$ cat src/rtl/fgate_pkg.sv
package fgate_pkg;
  localparam int          DW        = 32;
  localparam int          NUM_EVT   = 5;
  localparam int          ERR_BIT   = 31;
  localparam logic [31:0] LOCK_KEY  = 32'h0000_DF0D;
  localparam logic [31:0] STAT_IMPL = 32'h8000_001F;

  localparam int W_LOCK = 0;
  localparam int W_STAT = 1;
  localparam int W_MASK = 2;
  localparam int W_MEN  = 3;
  localparam int W_MDIS = 4;
  localparam int W_TIM0 = 5;

  function automatic logic [7:0] tim_rst(int idx);
    case (idx)
      0:       return 8'h1B;
      1:       return 8'hFF;
      2:       return 8'h0B;
      default: return 8'h07;
    endcase
  endfunction
endpackage

$ cat src/rtl/fgate_lock.sv
module fgate_lock
  import fgate_pkg::*;
(
  input  logic          clk_i,
  input  logic          rst_ni,
  input  logic          wr_i,
  input  logic          lock_sel_i,
  input  logic [DW-1:0] wdata_i,
  output logic          locked_o,
  output logic          wr_pass_o,
  output logic          viol_o
);
  logic locked_q;

  always_ff @(posedge clk_i or negedge rst_ni) begin
    if (!rst_ni)                 locked_q <= 1'b1;
    else if (wr_i && lock_sel_i) locked_q <= (wdata_i != LOCK_KEY);
  end

  assign locked_o  = locked_q;
  assign wr_pass_o = wr_i && !lock_sel_i && !locked_q;
  assign viol_o    = wr_i && !lock_sel_i && locked_q;


  key_open_chk: assert property (@(posedge clk_i) disable iff (!rst_ni)
    (wr_i && lock_sel_i && wdata_i == LOCK_KEY) |=> !locked_o);

  key_close_chk: assert property (@(posedge clk_i) disable iff (!rst_ni)
    (wr_i && lock_sel_i && wdata_i != LOCK_KEY) |=> locked_o);
endmodule

$ cat src/rtl/fgate_irq.sv
module fgate_irq
  import fgate_pkg::*;
(
  input  logic               clk_i,
  input  logic               rst_ni,
  input  logic               wr_stat_i,
  input  logic               wr_en_i,
  input  logic               wr_dis_i,
  input  logic [DW-1:0]      wdata_i,
  input  logic [NUM_EVT-1:0] evt_i,
  input  logic               viol_i,
  output logic [DW-1:0]      stat_o,
  output logic [DW-1:0]      mask_o,
  output logic               irq_o
);
  logic [DW-1:0] stat_q, stat_d, mask_q, mask_d, set_v, clr_v;

  always_comb begin
    set_v                = '0;
    set_v[NUM_EVT-1:0]   = evt_i;
    set_v[ERR_BIT]       = viol_i;
    clr_v                = wr_stat_i ? wdata_i : '0;
    // set after clear: event wins
    stat_d = ((stat_q & ~clr_v) | set_v) & STAT_IMPL;
    mask_d = mask_q;
    if (wr_en_i)  mask_d = mask_d | (wdata_i & STAT_IMPL);
    if (wr_dis_i) mask_d = mask_d & ~wdata_i;
  end

  always_ff @(posedge clk_i or negedge rst_ni) begin
    if (!rst_ni) begin
      stat_q <= '0;
      mask_q <= STAT_IMPL;
    end else begin
      stat_q <= stat_d;
      mask_q <= mask_d;
    end
  end

  assign stat_o = stat_q;
  assign mask_o = mask_q;
  assign irq_o  = |(stat_q & mask_q);


  evt_sticky_chk: assert property (@(posedge clk_i) disable iff (!rst_ni)
    (|evt_i) |=> ((stat_o[NUM_EVT-1:0] & $past(evt_i)) == $past(evt_i)));

  viol_flag_chk: assert property (@(posedge clk_i) disable iff (!rst_ni)
    viol_i |=> stat_o[ERR_BIT]);

  mask_dis_chk: assert property (@(posedge clk_i) disable iff (!rst_ni)
    (wr_dis_i && !wr_en_i) |=> ((mask_o & $past(wdata_i)) == '0));

  mask_en_chk: assert property (@(posedge clk_i) disable iff (!rst_ni)
    (wr_en_i && !wr_dis_i) |=>
      ((mask_o & $past(wdata_i) & STAT_IMPL) == ($past(wdata_i) & STAT_IMPL)));
endmodule

$ cat src/rtl/fgate_tim.sv
module fgate_tim #(
  parameter int TIM_N = 4,
  parameter int TIM_W = 8
) (
  input  logic                        clk_i,
  input  logic                        rst_ni,
  input  logic [TIM_N-1:0]            we_i,
  input  logic [TIM_W-1:0]            wdata_i,
  output logic [TIM_N-1:0][TIM_W-1:0] vals_o
);
  for (genvar i = 0; i < TIM_N; i++) begin : g_tim
    always_ff @(posedge clk_i or negedge rst_ni) begin
      if (!rst_ni)      vals_o[i] <= TIM_W'(fgate_pkg::tim_rst(i));
      else if (we_i[i]) vals_o[i] <= wdata_i;
    end
  end
endmodule

$ cat src/rtl/fgate_top.sv
module fgate_top
  import fgate_pkg::*;
#(
  parameter int ADDR_W = 6,
  parameter int TIM_N  = 4,
  parameter int TIM_W  = 8
) (
  input  logic               clk_i,
  input  logic               rst_ni,
  input  logic               wr_i,
  input  logic               rd_i,
  input  logic [ADDR_W-1:0]  addr_i,
  input  logic [DW-1:0]      wdata_i,
  output logic [DW-1:0]      rdata_o,
  input  logic [NUM_EVT-1:0] evt_i,
  output logic               irq_o
);
  logic                        locked, wr_pass, viol;
  logic [DW-1:0]               stat, mask;
  logic [TIM_N-1:0]            tim_we;
  logic [TIM_N-1:0][TIM_W-1:0] tim_vals;

  fgate_lock u_lock (
    .clk_i, .rst_ni, .wr_i,
    .lock_sel_i (addr_i == ADDR_W'(W_LOCK)),
    .wdata_i,
    .locked_o   (locked),
    .wr_pass_o  (wr_pass),
    .viol_o     (viol)
  );

  fgate_irq u_irq (
    .clk_i, .rst_ni,
    .wr_stat_i (wr_pass && addr_i == ADDR_W'(W_STAT)),
    .wr_en_i   (wr_pass && addr_i == ADDR_W'(W_MEN)),
    .wr_dis_i  (wr_pass && addr_i == ADDR_W'(W_MDIS)),
    .wdata_i,
    .evt_i,
    .viol_i    (viol),
    .stat_o    (stat),
    .mask_o    (mask),
    .irq_o
  );

  for (genvar i = 0; i < TIM_N; i++) begin : g_we
    assign tim_we[i] = wr_pass && addr_i == ADDR_W'(W_TIM0 + i);
  end

  fgate_tim #(.TIM_N(TIM_N), .TIM_W(TIM_W)) u_tim (
    .clk_i, .rst_ni,
    .we_i    (tim_we),
    .wdata_i (wdata_i[TIM_W-1:0]),
    .vals_o  (tim_vals)
  );

  always_comb begin
    rdata_o = '0;
    if (rd_i) begin
      if (addr_i == ADDR_W'(W_LOCK)) rdata_o = DW'(locked);
      if (addr_i == ADDR_W'(W_STAT)) rdata_o = stat;
      if (addr_i == ADDR_W'(W_MASK)) rdata_o = mask;
      for (int i = 0; i < TIM_N; i++)
        if (addr_i == ADDR_W'(W_TIM0 + i)) rdata_o = DW'(tim_vals[i]);
    end
  end


  tim_hold_chk: assert property (@(posedge clk_i) disable iff (!rst_ni)
    (wr_i && locked) |=> $stable(tim_vals));
endmodule

$ cat config.mk
export PLATFORM = sky130hd
export DESIGN_NAME = fgate_top
export DESIGN_NICKNAME = d
export VERILOG_FILES = /design/src/rtl/fgate_pkg.sv /design/src/rtl/fgate_lock.sv /design/src/rtl/fgate_irq.sv /design/src/rtl/fgate_tim.sv /design/src/rtl/fgate_top.sv
export SDC_FILE = /design/constraint.sdc
export NUM_CORES = 1
export LEC_CHECK = 0
export ABC_AREA = 1
export BUFFER_PORTS_ARGS = -buffer_cell sky130_fd_sc_hd__clkbuf_2
export CAP_MARGIN = 20
export CORE_AREA = 2 2 78 110
export DETAILED_ROUTE_END_ITERATION = 10
export DIE_AREA = 0 0 80 112
export PLACE_DENSITY = 0.75
export SYNTH_ARGS = -nofsm -noshare
export SYNTH_HDL_FRONTEND = slang
export SYNTH_SLANG_ARGS = --single-unit
$ cat constraint.sdc
create_clock -name clk_i -period 2.8 [get_ports clk_i]
set_input_delay 0.56 -clock clk_i [delete_from_list [all_inputs] [get_ports clk_i]]
set_output_delay 0.56 -clock clk_i [all_outputs]
set_load 0.1 [all_outputs]
=== Yosys cells after proc, flatten, opt, wreduce, memory -nomap -nowiden ===
Cells that the tools add are included.

* Reductions and logical operators: 15
* Bitwise logic cells: 7
* Mux-type cells: 11
* Equal/unequal tests: 9

{| class="wikitable"
|+ Operator list
! operator !! count
|-
| 32-bit two-way mux || 10
|-
| 32-bit bitwise AND || 3
|-
| 32-bit inverter || 2
|-
| 32-bit OR || 2
|-
| 32-bit by 16-bit inequality test with 1-bit output (second input constant) || 1
|-
| 32-bit OR reduction || 1
|-
| 6-bit by 3-bit == test with 1-bit output (second input constant) || 4
|-
| 6-bit by 2-bit == test with 1-bit output (second input constant) || 2
|-
| 1-bit logical AND || 11
|-
| 6-bit by 1-bit == test with 1-bit output (second input constant) || 1
|-
| 6-bit by 4-bit == test with 1-bit output (second input constant) || 1
|-
| 6-bit zero test || 1
|-
| 1-bit zero test || 2
|-
| 1-bit two-way mux || 1
|}

* Output and inout port bits: 33
* Register bits: 71
* Logic and storage cells: 49

=== Longest topological paths before layout ===
* Depth after elaboration: 9
* Mapped depth: 10

=== Modules after synthesis ===
From an unflattened synthesis, not the netlist that was laid out.

* Cells, all modules: 538
* Area total of the unflattened synthesis: 4,088.9 um^2

{| class="wikitable"
|+ By module, submodules not included
! module !! instances !! area each (um^2) !! cells each !! sequential area each (um^2)
|-
| fgate_irq || 1 || 1,617.8 || 154 || 958.4
|-
| fgate_tim || 1 || 1,243.7 || 136 || 823.3
|-
| fgate_top || 1 || 1,034.7 || 209 || 0.0
|-
| fgate_lock || 1 || 192.7 || 39 || 26.3
|}

=== Least setup slack after synthesis ===
Ideal clock, no wire load.

* Kind: input-to-output
* From: input addr_i[5]
* To: output rdata_o[18]
* Path slack: -1.157 ns
* Data required time: 2.240 ns
* Data arrival time: 3.397 ns
* Path buffers: 2
* Stages: 5
* Path through: nor2_1 buf_4 nand3_1 clkbuf_1 nor3_1

* Word-level cells in the longest chain between the ends: 7

{| class="wikitable"
|+ RTL lines
! element !! RTL line !! source
|-
| start: declaration || fgate_top.sv:12 || <nowiki>input logic [ADDR_W-1:0] addr_i,</nowiki>
|-
| 6-bit by 2-bit == test with 1-bit output || fgate_top.sv:61 || <nowiki>if (addr_i == ADDR_W'(W_MASK)) rdata_o = mask;</nowiki>
|-
| 32-bit two-way mux || fgate_top.sv:61 ||
|-
| 32-bit two-way mux (3 in a row) || fgate_top.sv:63 || <nowiki>if (addr_i == ADDR_W'(W_TIM0 + i)) rdata_o = DW'(tim_vals[i]);</nowiki>
|-
| 32-bit two-way mux * || fgate_top.sv:63 ||
|-
| 32-bit two-way mux * || fgate_top.sv:58 || <nowiki>if (rd_i) begin</nowiki>
|-
| end: declaration || fgate_top.sv:14 || <nowiki>output logic [DW-1:0] rdata_o,</nowiki>
|}

Every way passes the cells marked *; elsewhere a longest branch is shown, timed or not.

=== Worst setup path after layout ===
* From: input addr_i[5]
* To: output rdata_o[2]

* Word-level cells in the longest chain between the ends: 8

{| class="wikitable"
|+ RTL lines
! element !! RTL line !! source
|-
| 6-bit by 1-bit == test with 1-bit output || fgate_top.sv:60 || <nowiki>if (addr_i == ADDR_W'(W_STAT)) rdata_o = stat;</nowiki>
|-
| 32-bit two-way mux || fgate_top.sv:60 ||
|-
| 32-bit two-way mux || fgate_top.sv:61 ||
|-
| 32-bit two-way mux (3 in a row) || fgate_top.sv:63 ||
|-
| 32-bit two-way mux * || fgate_top.sv:63 ||
|-
| 32-bit two-way mux * || fgate_top.sv:58 ||
|}

Marks and branches as above.

==> reports/metrics.csv <==
stage,metric,value,unit
run_status,status,"finished, final reports clean",
timing,tightest_slew,887,ps
final_layout,diodes,0,
final_layout,drive_gt1_frac,0.353,
critical_path,critical_path_arrival,2080,ps
final_layout,area_growth,45.1,%
floorplan,rows,39,
power_and_ir_drop,power-per-cell-area,561,mW/mm^2
cts,ctsHoldBuffers,0,
placed_design,dpl.hpwl,7.32,mm
grt,grt_use_met2,0.402,
timing,whs,413,ps
timing,slew_viol_final,0,
hold_path,hold_path.class,in2reg,
timing,setup_viol,0,
critical_path,crit_required,2240,ps
synthesis,syn_avg_cell_area,8.29,sq um
routing,first_pass_iters,5,
timing,finalHoldViolations,0,
synthesis,syn-cell-area,0.00353,sq mm
placed_design,place_congestion,0.889,
cts,cts_sinks,71,
routing,routed_via_density,5.31,
hold_path,min_to,u_irq.mask_o[25]$_DFFE_PN0P_,
critical_path,crit_start,addr_i[5],
grt,grt_pass1_wl,16.2,mm
synthesis,ys_ff_latch,71,
synthesis,synth_nets,473,
cts,post_cts_buffers,0,
routing,drc,0,
cts,clock_latency,330,ps
routing,vias,3275,
synthesis,yosysUniqueCellTypes,28,
timing,rsz0062_at_grt,no,
cts,clk_pin_slew,50,ps
grt,grt.busiest_layer,met2,
power_and_ir_drop,power,0.00287,W
cts,cts_resized,0,
timing,fin_skew,2.99,ps
critical_path,setup.worst_path.start_class,input pin,
synthesis,ys_warn_count,0,
floorplan,die_h,112,microns
critical_path,reg2regPathDepth,7,
grt,grt_overflow,0,
final_layout,multi_input_area,0.00163,sq mm
cts,cts_tree,done,
floorplan,core,0.00800,sq mm
cts,clk_path_buf_depth,2,
run,cap_violations,0,
power_and_ir_drop,max-vdd-ir-drop,0.324,mV
routing,drt-total-wl,9.81,mm
floorplan,fp.dieW,80,microns
placed_design,io_buffers,79,
hold_path,min_path_cells,2,
critical_path,criticalPathCategory,in2out,
floorplan,io_pins,80,
final_layout,fillers,634,
floorplan,die_area,0.00896,sq mm
timing,max-slew-margin-rel,0.408,
critical_path,cp_max_fo,17,
cts,htreeDepth,3,
grt,use_met1,0.272,
timing,period_share,0.941,
synthesis,postSynthCellCount,426,
routing,drt_iter0_drc,238,
grt,grt_use_met3,0.0519,
critical_path,r2r_slack,1330,ps
timing,period_needed,2640,ps
cts,cts-root-buf,clkbuf_16,
critical_path,end_kind,primary output,
cts,cts-buffers-inserted,9,
hold_path,worstHoldStart,wdata_i[25],
grt,grt_pass1_vias,3392,
final_layout,register_area,0.00181,sq mm
grt,grt_max_degree,72,
grt,grt_antenna_before_repair,0,
routing,route.detailed.wl_per_inst,15.9,microns
critical_path,r2r-start,u_lock.locked_o$_DFFE_PN1P_,
grt,grtUsageTotal,0.236,
timing,fmax,379,MHz
final_layout,final_nets,557,
floorplan,start_util,0.441,
synthesis,ys_seq_area_frac,0.512,
power_and_ir_drop,leakage,2.39,nW
routing,postRouteAntennaNets,0,
## worst max-delay path by stage
stage / to / slack [ps] / cells past startpoint
after CTS: rdata_o[2] / 160 / 10
after floorplan: rdata_o[18] / -470 / 5
final: rdata_o[2] / 160 / 10
after global routing: rdata_o[2] / 70 / 10
after global placement: rdata_o[4] / 250 / 10
after detailed placement: rdata_o[2] / 220 / 10
## state kept, by name, summed over array words and instances, names as in the netlist, named ones only
register / count
u_irq.mask_o: 26
u_irq.stat_o: 6
u_lock.locked_o: 1
u_tim.vals_o: 32
## layer usage
metal  up-vias  routed length [microns]
li1       1542                        -
met1      1571                     3800
met2       133                     5030
met3        29                      558
met4         0                      431
met5         -                        0
## report_power, final
part,switching [W],total (W),leakage [nW],internal [W]
Sequential,0.0000553,0.00128,0.740,0.00122
Combinational,0.000335,0.000478,1.51,0.000142
Clock,0.000407,0.00112,0.140,0.000712
## worst max-delay path, cell delays in order
cell and delay, ps:
clkbuf_2 80, nor2_1 130, buf_4 210, nand2_1 80, inv_2 100, nand3_4 190, o21ai_0 150, inv_1 90
a21oi_2 260, buf_12 210
## layout by cell type, fill, tap and decap left out, types with 2 or more instances in the layout
| master | n |
|---|---|
| a21oi_1 | 40 |
| a21oi_2 | 12 |
| buf_12 | 34 |
| buf_4 | 4 |
| clkbuf_1 | 3 |
| clkbuf_16 | 9 |
| clkbuf_2 | 46 |
| dfrtp_1 | 46 |
| dfstp_2 | 25 |
| inv_1 | 81 |
| inv_2 | 3 |
| nand2_1 | 53 |
| nand3_1 | 6 |
| nand3_2 | 5 |
| nand3_4 | 2 |
| nand4_1 | 7 |
| nor2_1 | 33 |
| nor2_2 | 4 |
| nor2_4 | 7 |
| nor3_1 | 2 |
| nor3_2 | 3 |
| nor3_4 | 20 |
| nor4_1 | 4 |
| o21a_1 | 3 |
| o21ai_0 | 46 |
| o21bai_1 | 5 |
## stage by stage
stage	utilization	TNS, ps	std cells	setup slack (ps)	instance area [sq um]
floorplan	-	-1700	426	-472	3830
global placement	0.604	0	601	246	4830
detailed placement	0.604	0	601	217	4830
CTS	0.640	0	617	164	5120
global route	0.640	0	617	68.7	5120
finish	0.640	0	617	164	5120
## final cells by class
type	instances	share of cell area
inverters	84	0.0615
multi-input cells	259	0.319
clock buffers	13	0.0488
well taps	102	0.0249
repair buffers	85	0.185
flip-flops and latches	71	0.353
clock inverters	3	0.00830
## synthesized netlist by cell type
master | count | share of area
inv_1 | 81 | 0.086
buf_2 | 6 | 0.0085
a21oi_2 | 10 | 0.025
nand3_1 | 7 | 0.0099
o2111ai_1 | 1 | 0.0025
a21oi_1 | 43 | 0.061
o21a_1 | 3 | 0.0064
nand3b_1 | 1 | 0.0021
nand4_2 | 1 | 0.0035
o21ai_0 | 46 | 0.065
o21bai_1 | 5 | 0.011
nor3_1 | 25 | 0.035
buf_4 | 1 | 0.0021
nand4_1 | 7 | 0.012
inv_2 | 3 | 0.0032
nand3_2 | 4 | 0.011
dfrtp_1 | 46 | 0.33
buf_6 | 2 | 0.0064
nor2_1 | 37 | 0.039
o22ai_1 | 1 | 0.0018
dfstp_2 | 25 | 0.19
clkbuf_1 | 3 | 0.0032
o21ai_1 | 1 | 0.0014
nor4_1 | 4 | 0.0071
nand3_4 | 2 | 0.0099
nor2_4 | 3 | 0.0096
nor2_2 | 4 | 0.0071
nand2_1 | 54 | 0.057
## cells by family after synthesis
logic type | Yosys count | share of synthesized area
AND/OR/NAND/NOR | 149 | 0.205
AO/OA/AOI/OAI | 110 | 0.174
buffers and inverters | 96 | 0.109
flip-flops | 71 | 0.512
Power figures use the tool's default switching activity.
